### config.mk
export PLATFORM = sky130hd
export DESIGN_NAME = qdial_counter
export DESIGN_NICKNAME = d
export VERILOG_FILES = /design/src/rtl/qdial_pkg.sv /design/src/rtl/qdial_sync.sv /design/src/rtl/qdial_decode.sv /design/src/rtl/qdial_bcd_counter.sv /design/src/rtl/qdial_counter.sv
export SDC_FILE = /design/constraint.sdc
export NUM_CORES = 1
export LEC_CHECK = 0
export ABC_AREA = 1
export BUFFER_PORTS_ARGS = -buffer_cell sky130_fd_sc_hd__buf_2
export CELL_PAD_IN_SITES_DETAIL_PLACEMENT = 1
export CELL_PAD_IN_SITES_GLOBAL_PLACEMENT = 1
export CORE_MARGIN = 5
export CORE_UTILIZATION = 38
export DETAILED_ROUTE_END_ITERATION = 12
export PLACE_DENSITY = 0.71
export SYNTH_ARGS = -nofsm -noshare
export SYNTH_HDL_FRONTEND = slang
export SYNTH_SLANG_ARGS = --single-unit
### constraint.sdc
create_clock -name clk -period 2.5 [get_ports clk]
set_input_delay 0 -clock clk [delete_from_list [all_inputs] [get_ports clk]]
set_output_delay 0 -clock clk [all_outputs]
set_load 0.05 [all_outputs]
### src/rtl/qdial_pkg.sv
package qdial_pkg;

    typedef logic [3:0] bcd_t;

    typedef struct packed {
        bcd_t tens;
        bcd_t units;
    } dial_t;

    typedef enum logic [1:0] {
        STEP_NONE = 2'b00,
        STEP_UP   = 2'b01,
        STEP_DOWN = 2'b10
    } step_t;

    // Forward successor of a phase pair {A,B} in the Gray order 00,01,11,10.
    function automatic logic [1:0] phase_succ(input logic [1:0] ph);
        case (ph)
            2'b00:   phase_succ = 2'b01;
            2'b01:   phase_succ = 2'b11;
            2'b11:   phase_succ = 2'b10;
            default: phase_succ = 2'b00;
        endcase
    endfunction

    function automatic int unsigned dial_value(input dial_t d);
        dial_value = int'(d.tens) * 10 + int'(d.units);
    endfunction

endpackage

### src/rtl/qdial_sync.sv
module qdial_sync #(
    parameter int WIDTH  = 2,
    parameter int STAGES = 2
) (
    input  logic             clk,
    input  logic             rst,
    input  logic [WIDTH-1:0] async_i,
    output logic [WIDTH-1:0] sync_o
);
    logic [WIDTH-1:0] stage_q [STAGES];

    generate
        for (genvar s = 0; s < STAGES; s++) begin : g_stage
            if (s == 0) begin : g_first
                always_ff @(posedge clk) begin
                    if (rst) stage_q[0] <= '0;
                    else     stage_q[0] <= async_i;
                end
            end else begin : g_next
                always_ff @(posedge clk) begin
                    if (rst) stage_q[s] <= '0;
                    else     stage_q[s] <= stage_q[s-1];
                end
            end
        end
    endgenerate

    assign sync_o = stage_q[STAGES-1];
endmodule

### src/rtl/qdial_decode.sv
module qdial_decode
    import qdial_pkg::*;
(
    input  logic       clk,
    input  logic       rst,
    input  logic [1:0] phase_i,
    output step_t      step_o
);
    logic [1:0] ref_q;

    always_ff @(posedge clk) begin
        if (rst) ref_q <= 2'b00;
        else     ref_q <= phase_i;
    end

    always_comb begin
        step_o = STEP_NONE;
        if (phase_i == phase_succ(ref_q))
            step_o = STEP_UP;
        else if (ref_q == phase_succ(phase_i))
            step_o = STEP_DOWN;
    end

    // a double flip of the phases never yields a step
    p_no_step_on_jump_r8: assert property (@(posedge clk) disable iff (rst)
        ((phase_i ^ ref_q) == 2'b11) |-> (step_o == STEP_NONE));
endmodule

### src/rtl/qdial_bcd_counter.sv
module qdial_bcd_counter
    import qdial_pkg::*;
#(
    parameter int MAX_COUNT = 31
) (
    input  logic  clk,
    input  logic  rst,
    input  step_t step_i,
    input  logic  enable_i,
    output dial_t dial_o
);
    localparam int   SPAN       = MAX_COUNT + 1;
    localparam bcd_t TOP_TENS   = bcd_t'(MAX_COUNT / 10);
    localparam bcd_t TOP_UNITS  = bcd_t'(MAX_COUNT % 10);

    dial_t cnt_q, cnt_d;
    logic  at_top, at_zero;

    assign at_top  = (cnt_q.tens == TOP_TENS) && (cnt_q.units == TOP_UNITS);
    assign at_zero = (cnt_q.tens == 4'd0) && (cnt_q.units == 4'd0);

    always_comb begin
        cnt_d = cnt_q;
        if (enable_i && step_i == STEP_UP) begin
            if (at_top) begin
                cnt_d = '0;
            end else if (cnt_q.units == 4'd9) begin
                cnt_d.units = 4'd0;
                cnt_d.tens  = cnt_q.tens + 4'd1;
            end else begin
                cnt_d.units = cnt_q.units + 4'd1;
            end
        end else if (enable_i && step_i == STEP_DOWN) begin
            if (at_zero) begin
                cnt_d.tens  = TOP_TENS;
                cnt_d.units = TOP_UNITS;
            end else if (cnt_q.units == 4'd0) begin
                cnt_d.units = 4'd9;
                cnt_d.tens  = cnt_q.tens - 4'd1;
            end else begin
                cnt_d.units = cnt_q.units - 4'd1;
            end
        end
    end

    always_ff @(posedge clk) begin
        if (rst) cnt_q <= '0;
        else     cnt_q <= cnt_d;
    end

    assign dial_o = cnt_q;

    // digits stay BCD and inside the span
    p_valid_bcd_r2: assert property (@(posedge clk) disable iff (rst)
        (cnt_q.units <= 4'd9) && (dial_value(cnt_q) <= MAX_COUNT));

    // an enabled up step adds one modulo the span
    p_up_by_one_r3: assert property (@(posedge clk) disable iff (rst)
        (enable_i && step_i == STEP_UP) |=>
        (dial_value(cnt_q) == (dial_value($past(cnt_q)) + 1) % SPAN));

    // an enabled down step subtracts one modulo the span
    p_down_by_one_r4: assert property (@(posedge clk) disable iff (rst)
        (enable_i && step_i == STEP_DOWN) |=>
        (dial_value(cnt_q) == (dial_value($past(cnt_q)) + SPAN - 1) % SPAN));

    // no enable, no movement
    p_hold_r9: assert property (@(posedge clk) disable iff (rst)
        !enable_i |=> $stable(cnt_q));
endmodule

### src/rtl/qdial_counter.sv
module qdial_counter
    import qdial_pkg::*;
#(
    parameter int MAX_COUNT   = 31,
    parameter int SYNC_STAGES = 2
) (
    input  logic       clk,
    input  logic       rst,
    input  logic       enc_a,
    input  logic       enc_b,
    input  logic       cnt_en_a,
    input  logic       cnt_en_b,
    output logic [3:0] tens_o,
    output logic [3:0] units_o
);
    logic [1:0] phase_sync;
    step_t      step;
    dial_t      dial;

    qdial_sync #(.WIDTH(2), .STAGES(SYNC_STAGES)) u_sync (
        .clk     (clk),
        .rst     (rst),
        .async_i ({enc_a, enc_b}),
        .sync_o  (phase_sync)
    );

    qdial_decode u_decode (
        .clk     (clk),
        .rst     (rst),
        .phase_i (phase_sync),
        .step_o  (step)
    );

    qdial_bcd_counter #(.MAX_COUNT(MAX_COUNT)) u_count (
        .clk      (clk),
        .rst      (rst),
        .step_i   (step),
        .enable_i (cnt_en_a & cnt_en_b),
        .dial_o   (dial)
    );

    assign tens_o  = dial.tens;
    assign units_o = dial.units;

    // the cycle after reset shows 00
    p_reset_zero_r1: assert property (@(posedge clk)
        rst |=> (tens_o == 4'd0 && units_o == 4'd0));
endmodule

==> results of run 1 <==
flip-flops by register name, indices dropped and copies added, names as in the netlist:
name,cells
u_decode.ref_q,2
u_sync.stage_q,4
u_count.dial_o,8
cell usage after synthesis, drive strengths merged:
cell type / n
nand2: 43
inv: 24
nor2: 23
nand3: 15
dfxtp: 14
o21ai: 9
ha: 6
nand4: 5
a21oi: 4
xor2: 3
buf: 1
nor3: 1
xnor2: 1
worst min-delay path by stage:
stage                                 to  startpoint  cells after the start
global route           u_count.dial_o[5]    cnt_en_b                      8
finish                 u_count.dial_o[5]    cnt_en_b                      8
CTS                    u_count.dial_o[5]    cnt_en_b                      8
floorplan           u_sync.stage_q[0][0]         rst                      1
detailed placement  u_sync.stage_q[0][0]       enc_b                      3
global placement    u_sync.stage_q[0][0]       enc_b                      3
where the power goes:
part / leakage (nW) / switching [W] / internal, W / total [W]
logic: 0.470 / 0.0000947 / 0.0000477 / 0.000142
clock network: 0.0210 / 0.0000842 / 0.0000887 / 0.000173
registers: 0.114 / 0.0000139 / 0.000233 / 0.000247
area by class of cell:
class | count | area [um^2] | share of cell area, %
inverters | 24 | 90.1 | 7.62
multi-input cells | 110 | 623 | 52.7
flip-flops and latches | 14 | 280 | 23.7
clock buffers | 4 | 36.3 | 3.07
well taps | 30 | 37.5 | 3.17
repair buffers | 18 | 115 | 9.74
what timing repair did:
action / in CTS / in global routing
hold buffers: 5 / 0
endpoints found under the hold margin: 6 / 0
resized for setup: 0 / 0
kinds of logic (layout without fill, tap and decap cells):
logic type | after synthesis | in the layout | share of synthesized area [%]
DFF | 14 | 14 | 27.9
adders and majority gates | 6 | 6 | 7.47
xor gates and xnor gates | 4 | 4 | 3.49
AOI/OAI and AO/OA | 13 | 13 | 6.48
and+or+nand+nor | 87 | 87 | 44.6
buffers and inverters | 25 | 46 | 10.1
routing by layer:
metal	share of wire [%]	wire, um	track usage (%)
met4	1.2	31	5.15
met3	5.1	127	3.98
met2	49	1240	27.2
met1	44	1110	19.6
met5	0	0	0
metrics by stage:
stage	cell area, um^2	cells	power (W)	worst slack, ns
final	1180	200	0.000563	0.974
after global routing	1180	200	0.000600	0.797
after CTS	1180	200	0.000572	0.959
after detailed placement	1100	191	0.000390	0.981
after global placement	1100	191	0.000387	1.03
after floorplan	1000	149	0.000356	0.804
critical path, delay by kind of cell (launching register included):
family | cells | cell delay (ns)
adder cells (fa/ha/maj) | 1 | 0.27
buffers and inverters | 1 | 0.12
flip-flops | 1 | 0.47
AND/OR/NAND/NOR | 6 | 0.57
==> impl_metrics.csv, run 1 <==
group,metric,value,unit
logic_synthesis,synth_area_leaders,"dfxtp_1, nand2_1, ha_1, inv_1, nor2_1",
die,start_util,40.2,%
critical_path,r2r_cells,8,
timing,fin_worst_skew,0.0106,ns
timing,fin_crit,1.53,ns
critical_path,worstPathCellList,"inv_1 -> ha_1 -> nand2_1 -> nand2_2 -> nand3_4 -> nand2_1 -> nand2_1 -> nor2_1",
global_route,first_global_vias,1016,
global_route,grt_pass1_wl,4.43,mm
logic_synthesis,syn_area,1000,um^2
clock_network,h-tree-depth,1,
logic_synthesis,ys_warn_count,0,
logic_synthesis,netlist_instances,149,
clock_network,clk_latency,0.29,ns
timing,final-max-slew-violation-count,0,
clock_network,cts_root_buf,"clkbuf_4",
place,gp_congestion,0.835,
route,drtPass1Iterations,4,
final_layout,final_cell_mix,"nand2_1, inv_1, nor2_1",
place,io_buffers,13,
timing,finalCritPeriodShare,61.0,%
timing,finalSetupViolCount,0,
logic_synthesis,synth_seq_area_share,27.9,%
critical_path,cp-end-kind,"register",
die,ioPinCount,14,
critical_path,reg2reg_from,"u_count.dial_o[0]",
timing,fin_hold_ws,0.306,ns
place,dpl.hpwl,2.02,mm
critical_path,r2r-end,"u_count.dial_o[4]",
pwr,ir_drop,363,uV
pwr,powerDensity,476,nW/um^2
timing,max_slew_margin,80.0,%
route,dr_total_vias,983,
route,drt_wl_total,2.51,mm
final_layout,drive_gt1_share,20.6,%
logic_synthesis,ys_seq_elements,14,
die,core,2500,um^2
clock_network,cts_buffer_depth,2,
timing,max_slew.worst_pin.slew,0.299,ns
timing,fmax,0.655,GHz
critical_path,path_common_cell,"nand2_1",
route,wire_per_inst,12.6,um
logic_synthesis,synth_top_area_share,27.9,%
route,drt_drc_violations_left,0,
timing,hold_violations,0,
status,status,"finished clean",
logic_synthesis,avgSynthCellArea,6.74,um^2
clock_network,post_cts_buffers,0,
hold_path,hp-class,"input pin to register",
final_layout,fillers,340,
final_layout,syn_to_final_growth,17.7,%
global_route,grt_use_total,15.9,%
route,ant_nets,0,
critical_path,cp-startpoint,"u_count.dial_o[0]",
critical_path,crit_path_start_kind,"register",
global_route,antenna_found_initial,0,
critical_path,worstPathMaxFanout,8,
final_layout,final_common_cell,"nand2_1",
critical_path,cp_slowest_cell,"dfxtp_1",
die,rows,18,
die,die_height,61.4,um
critical_path,endpoint,"u_count.dial_o[4]",
route,drt_iter0_markers,24,
final_layout,utilization,47.3,%
critical_path,critPathMaxStageDelay,0.47,ns
global_route,grt_start_max_net_pins,10,
clock_network,cts_tree,"built",
critical_path,critPathArrivalTime,1.73,ns
logic_synthesis,synth_nets,161,
critical_path,r2r_setup_slack,0.97,ns
critical_path,critPathKind,"register to register",
clock_network,cts_buffers,3,
timing,rsz0062_at_grt,"false",
critical_path,cp.required,2.70,ns
final_layout,final_nets,183,
timing,finalSetupTns,0,ns
die,die_area,3770,um^2
pwr,leakage,0.605,nW
final_layout,antenna-diode-count,0,
clock_network,path_clk_slew,0.10,ns
die,fp.dieW,61.4,um
logic_synthesis,yosysTopAreaCell,"dfxtp_1",
route,viasPerCell,4.92,
run,cap_violations,0,
logic_synthesis,ys_types,22,
clock_network,cts_sinks,14,
global_route,grt_overflow_total,0,
No activity file was read; power rests on OpenSTA's default activity.
==> inputs of run 2 (changes only) <==
--- a/config.mk
+++ b/config.mk
@@ -5,14 +5,14 @@
 export SDC_FILE = /design/constraint.sdc
 export NUM_CORES = 1
 export LEC_CHECK = 0
-export ABC_AREA = 1
+export ABC_AREA = 0
 export BUFFER_PORTS_ARGS = -buffer_cell sky130_fd_sc_hd__buf_2
 export CELL_PAD_IN_SITES_DETAIL_PLACEMENT = 1
 export CELL_PAD_IN_SITES_GLOBAL_PLACEMENT = 1
 export CORE_MARGIN = 5
-export CORE_UTILIZATION = 38
+export CORE_UTILIZATION = 37
 export DETAILED_ROUTE_END_ITERATION = 12
-export PLACE_DENSITY = 0.71
+export PLACE_DENSITY = 0.69
 export SYNTH_ARGS = -nofsm -noshare
 export SYNTH_HDL_FRONTEND = slang
 export SYNTH_SLANG_ARGS = --single-unit
==> constraint.sdc (replaced) <==
create_clock -name clk -period 1.38 [get_ports clk]
set_input_delay 0 -clock clk [delete_from_list [all_inputs] [get_ports clk]]
set_output_delay 0 -clock clk [all_outputs]
set_load 0.05 [all_outputs]
==> run 2 against run 1 <==
Compared with the run above: the run now ends with setup timing left; global-route usage grew 3.4 points; highest routed layer unchanged; via count grew 5.6%; non-clock buffer count rose by 31; cell count decreased by 8.5%; clock power up 86%; synthesized cell count down 31%.
==> impl_metrics.csv, run 2 <==
group,metric,value,unit
run,cap_violations,0,
final_layout,antenna-diode-count,0,
logic_synthesis,synth_top_area_share,30.1,%
clock_network,cts_tree,"built",
status,violations,"setup timing",
place,dp_cells,168,
logic_synthesis,synth_seq_area_share,30.1,%
global_route,grt_overflow_total,0,
logic_synthesis,synth_most_common_cell,"dfxtp_1",
route,drt_wl_total,3.62,mm
route,ant_nets,0,
final_layout,utilization,61.5,%
final_layout,drive_gt1_share,56.2,%
critical_path,crit_path_start_kind,"register",
timing,fmax,0.577,GHz
final_layout,final_nets,166,
clock_network,h-tree-depth,1,
route,wire_per_inst,19.8,um
timing,fin_hold_ws,0.0584,ns
logic_synthesis,ys.flop_type,"dfxtp_1",
logic_synthesis,netlist_instances,103,
final_layout,largest_reg_flops,8,
pwr,powerDensity,771,nW/um^2
die,fp.dieW,60.2,um
clock_network,cts_buffer_depth,2,
die,die_height,60.2,um
logic_synthesis,ys_seq_elements,14,
timing,final-max-slew-violation-count,0,
die,core,2430,um^2
pwr,ir_drop,489,uV
critical_path,worstPathMaxFanout,5,
timing,max_slew.worst_pin.slew,0.315,ns
clock_network,cts_root_buf,"clkbuf_4",
logic_synthesis,ys_warn_count,0,
logic_synthesis,ys_async_sr_fraction,0,%
critical_path,r2r_cells,6,
critical_path,r2r_setup_slack,-0.35,ns
critical_path,cp-startpoint,"u_sync.stage_q[1][1]",
die,ioPinCount,14,
logic_synthesis,synth_edf_count,0,
route,dr_wl_met2,1.91,mm
route,met3RoutedLength,122,um
route,wl_met1,1.42,mm
logic_synthesis,syn_area,931,um^2
route,viasPerCell,5.67,
timing,finalSetupViolCount,8,
final_layout,syn_to_final_growth,60.6,%
clock_network,clk_latency,0.30,ns
global_route,antenna_found_initial,0,
logic_synthesis,ys_types,43,
global_route,grt_start_max_net_pins,15,
clock_network,cts_buffers,3,
status,status,"finished, violations left",
logic_synthesis,avgSynthCellArea,9.04,um^2
critical_path,cp.required,1.62,ns
hold_path,hp-class,"input pin to register",
logic_synthesis,yosysTopAreaCell,"dfxtp_1",
route,drt_iter0_markers,51,
logic_synthesis,synth_area_leaders,"dfxtp_1, ha_1, nor2b_1, nand3_1, a21oi_1",
timing,setup_slack,-0.354,ns
critical_path,endpoint,"u_count.dial_o[6]",
global_route,grt_pass1_wl,5.13,mm
place,io_buffers,13,
critical_path,cp-end-kind,"register",
place,gp_congestion,0.857,
critical_path,critPathArrivalTime,1.97,ns
route,top_layer,"met4",
die,rows,18,
logic_synthesis,synth_nets,115,
global_route,grt_use_total,19.3,%
timing,finalCritPeriodShare,126,%
timing,fin_crit,1.73,ns
global_route,first_global_vias,1081,
clock_network,path_clk_slew,0.10,ns
pwr,finalPower,0.00115,W
route,dr_total_vias,1038,
final_layout,stdcell_count,183,
timing,rsz0062_at_grt,"true",
pwr,leakage,0.607,nW
critical_path,r2r-end,"u_count.dial_o[6]",
final_layout,final_common_cell,"buf_4",
die,start_util,38.3,%
logic_synthesis,ys_top_cells_by_count,"dfxtp_1, inv_1, nand3_1",
place,dpl.hpwl,2.06,mm
timing,max_slew_margin,79.0,%
final_layout,final_cell_mix,"buf_4, buf_2, inv_1",
critical_path,reg2reg_from,"u_sync.stage_q[1][1]",
timing,hold_violations,0,
route,drtPass1Iterations,4,
die,die_area,3620,um^2
timing,finalSetupTns,-2.29,ns
clock_network,cts_sinks,14,
route,drt_drc_violations_left,0,
critical_path,critPathKind,"register to register",
timing,fin_worst_skew,0.00207,ns
run 2: cell count changes after synthesis, moves of 5 or more:
cell     delta
nor2_1     -13
nand4_1     -5
nor2b_1     +6
inv_1      -12
nand2_1    -34
run 2: metal layers:
layer	up-vias	GRT usage, %
met4	0	6.96
met5	-	0
met2	28	34.7
met3	17	3.67
met1	515	22.4
li1	478	-
run 2: critical path, stage by stage (launching register included):
cell and delay [ns]:
dfxtp_1 0.34, xnor2_2 0.27, buf_4 0.17, and4_4 0.27
nand3_2 0.09, a2111o_1 0.39, a21oi_2 0.14
run 2: worst min path at each step:
stage                     start              endpoint  cells after the start
final                       rst     u_count.dial_o[5]                      2
after global placement    enc_b  u_sync.stage_q[0][0]                      2
after detailed placement  enc_b  u_sync.stage_q[0][0]                      2
after CTS                   rst  u_sync.stage_q[0][0]                      2
after global routing        rst  u_sync.stage_q[0][1]                      2
after floorplan             rst     u_decode.ref_q[0]                      1
run 2: cell families (layout without fill, tap and decap cells):
logic type,count (synthesis),count (layout),share of synthesized area (%)
flops,14,14,30.1
fa+ha+maj,6,6,8.06
buf+inv,11,61,5.24
mux,3,3,3.76
xor+xnor,4,4,5.38
simple gates,36,36,23.9
compound gates,29,29,23.5
run 2: report_power, final:
part,switching (W),internal [W]
Sequential,0.0000172,0.000418
Combinational,0.000217,0.000179
Clock,0.000160,0.000161
run 2: area by class of cell:
type	count	area, um^2
tap	30	37.5
sequential	14	303
multi-input combinational	78	724
fill	288	937
inverter	8	30.0
clock buffer	4	36.3
timing repair buffer	49	364
run 2: per-stage QoR:
step | area, um^2 | setup WS [ns]
floorplan | 973 | -0.381
global placement | 1240 | -0.275
detailed placement | 1240 | -0.323
CTS | 1400 | -0.293
global route | 1500 | -0.428
finish | 1500 | -0.354
run 2: repair_timing:
| item | 4_1_cts | 5_1_grt |
|---|---|---|
| endpoints found under the setup margin | 8 | 8 |
| gates cloned | 0 | 0 |
| resized for setup | 16 | 10 |
| endpoints found under the hold margin | 2 | 0 |
| hold buffers | 2 | 0 |
| pin swaps | 6 | 2 |
| buffers inserted | 4 | 5 |
==> inputs of run 3 (changes only) <==
--- a/config.mk
+++ b/config.mk
@@ -15,4 +15,5 @@
 export PLACE_DENSITY = 0.69
 export SYNTH_ARGS = -nofsm -noshare
 export SYNTH_HDL_FRONTEND = slang
+export SYNTH_HIERARCHICAL = 1
 export SYNTH_SLANG_ARGS = --single-unit
==> run 3 against run 2 <==
Compared with the run above: the run still ends with setup timing left; largest power group unchanged; non-clock buffer count is 1 lower; critical path depth stayed put; synthesized cell count is 7.8% higher; critical path type unchanged; area after synthesis is 4.0% higher; die area is 3.4% higher.
==> impl_metrics.csv, run 3 <==
group,metric,value,unit
status,status,"finished, violations left",
status,violations,"setup timing",
final_layout,final_cell_mix,"buf_4, buf_2, nor2_1, nor2b_1, dfxtp_2",
critical_path,worstPathMaxFanout,4,
place,dpl.hpwl,2.27,mm
final_layout,final_nets,171,
hold_path,hp-class,"input pin to register",
die,die_area,3740,um^2
pwr,ir_drop,581,uV
logic_synthesis,ys.flop_type,"dfxtp_1",
critical_path,critPathMaxStageDelay,0.42,ns
route,dr_wl_met2,1.71,mm
critical_path,cp.required,1.59,ns
critical_path,cp-end-kind,"register",
pwr,finalPower,0.000999,W
clock_network,cts_tree,"built",
logic_synthesis,synth_most_common_cell,"dfxtp_1",
route,ant_nets,0,
final_layout,stdcell_count,188,
timing,setup_slack,-0.398,ns
final_layout,antenna-diode-count,0,
logic_synthesis,ys_top_cells_by_count,"dfxtp_1, nor2_1, nor2b_1",
logic_synthesis,synth_area_leaders,"dfxtp_1, ha_1, nor2b_1, nor2_1, o21ai_0",
critical_path,cp_slowest_cell,"or3b_4",
final_layout,drive_gt1_share,59.5,%
logic_synthesis,synth_edf_count,0,
timing,finalSetupViolCount,8,
logic_synthesis,ys_seq_elements,14,
route,viasPerCell,5.51,
timing,fmax,0.562,GHz
logic_synthesis,synth_seq_area_share,28.9,%
final_layout,largest_reg_flops,8,
critical_path,critPathArrivalTime,1.99,ns
critical_path,crit_path_start_kind,"register",
route,drt_drc_violations_left,0,
timing,fin_hold_ws,0.0822,ns
clock_network,cts_root_buf,"clkbuf_4",
clock_network,cts_buffer_depth,2,
timing,rsz0062_at_grt,"true",
die,die_height,61.2,um
route,wl_met1,1.24,mm
route,drt_iter0_markers,38,
global_route,grt_overflow_total,0,
place,pre_cts_slack,-0.515,ns
logic_synthesis,ys_warn_count,6,
global_route,grt_pass1_wl,5.00,mm
final_layout,final_common_cell,"buf_4",
route,met3RoutedLength,132,um
clock_network,cts_sinks,14,
die,rows,18,
timing,finalCritPeriodShare,129,%
die,core,2500,um^2
critical_path,critPathKind,"register to register",
pwr,powerDensity,650,nW/um^2
clock_network,path_clk_slew,0.10,ns
logic_synthesis,syn_area,968,um^2
place,dp_cells,178,
place,gp_congestion,0.861,
timing,fin_worst_skew,0.00323,ns
run,cap_violations,0,
global_route,first_global_vias,1103,
logic_synthesis,netlist_instances,111,
route,top_layer,"met4",
timing,final-max-slew-violation-count,0,
global_route,antenna_found_initial,0,
final_layout,syn_to_final_growth,58.7,%
route,drt_wl_total,3.17,mm
place,io_buffers,13,
timing,max_slew_margin,78.4,%
logic_synthesis,synth_nets,123,
clock_network,clk_latency,0.28,ns
route,dr_total_vias,1036,
clock_network,h-tree-depth,1,
pwr,leakage,0.661,nW
logic_synthesis,ys_async_sr_fraction,0,%
route,wire_per_inst,16.9,um
global_route,grt_use_total,18.3,%
die,ioPinCount,14,
route,drtPass1Iterations,4,
die,start_util,38.7,%
logic_synthesis,yosysTopAreaCell,"dfxtp_1",
logic_synthesis,avgSynthCellArea,8.72,um^2
critical_path,critical_path_buf_inv_count,1,
timing,hold_violations,0,
global_route,grt_start_max_net_pins,16,
die,fp.dieW,61.2,um
timing,max_slew.worst_pin.slew,0.324,ns
critical_path,worstPathCellList,"inv_4 -> ha_4 -> or3b_4 -> or2_4 -> a221o_1 -> a21oi_1",
logic_synthesis,synth_top_area_share,28.9,%
critical_path,cp_top_family,"simple AND/OR/NAND/NOR gates",
timing,fin_crit,1.78,ns
clock_network,cts_buffers,3,
logic_synthesis,ys_types,43,
[run 3: cell types whose count changed in the layout (fill, tap and decap cells not counted), moves of 3 or more]
cell / before / now
inv_1: 8 / 2
a31oi_1: 0 / 4
nand4_1: 0 / 3
a211oi_1: 3 / 0
dfxtp_2: 3 / 6
dfxtp_1: 6 / 3
[run 3: cell families (layout without fill, tap and decap cells)]
kind of cell	Yosys count	after routing	synth area share, %
DFF	14	14	28.9
xor gates and xnor gates	4	4	3.62
and+or+nand+nor	49	49	32.0
AOI/OAI and AO/OA	29	29	22.2
adders and majority gates	6	6	7.75
buffers and inverters	9	56	5.43
[run 3: metal layers]
layer  up-vias  track usage, %
met5         -               0
met4         0            9.29
met3        10            3.35
met2        27            34.0
met1       494            19.5
li1        505               -
[run 3: stage by stage]
stage | setup TNS (ns) | utilization (%) | cell area [um^2]
final | -2.41 | 61.5 | 1540
after global routing | -3.09 | 61.5 | 1540
after CTS | -2.29 | 58.7 | 1470
after detailed placement | -2.56 | 52.6 | 1310
after global placement | -2.07 | 52.6 | 1310
after floorplan | -1.29 | - | 1040
[run 3: where the power goes]
group,switching [W],internal [W]
registers,0.00000962,0.000411
clock network,0.000152,0.000160
logic,0.000134,0.000133
[run 3: what timing repair did]
action                     4_1_cts  5_1_grt
gates resized for setup         18       13
setup buffers                    3        2
hold buffers                     2        0
gates cloned                     0        0
hold endpoints to repair         2        0
setup endpoints to repair        8        8
pin swaps                       11       10
[run 3: final timing paths]
kind	from	to	slack, ns	cells after the start
min reg2reg	u_sync/stage_q[0][1]	u_sync/stage_q[1][1]	0.45	1
min	rst	u_count/dial_o[0]	0.08	2
max reg2reg	u_count/dial_o[0]	u_count/dial_o[4]	-0.40	6
max	u_count/dial_o[0]	u_count/dial_o[4]	-0.40	6
[run 3: cell type report]
class                   count  area [um^2]
fillers                   289          963
well taps                  30         37.5
inverters                   4         20.0
clock buffers               4         36.3
multi-input cells          88          785
flip-flops and latches     14          307
repair buffers             48          352
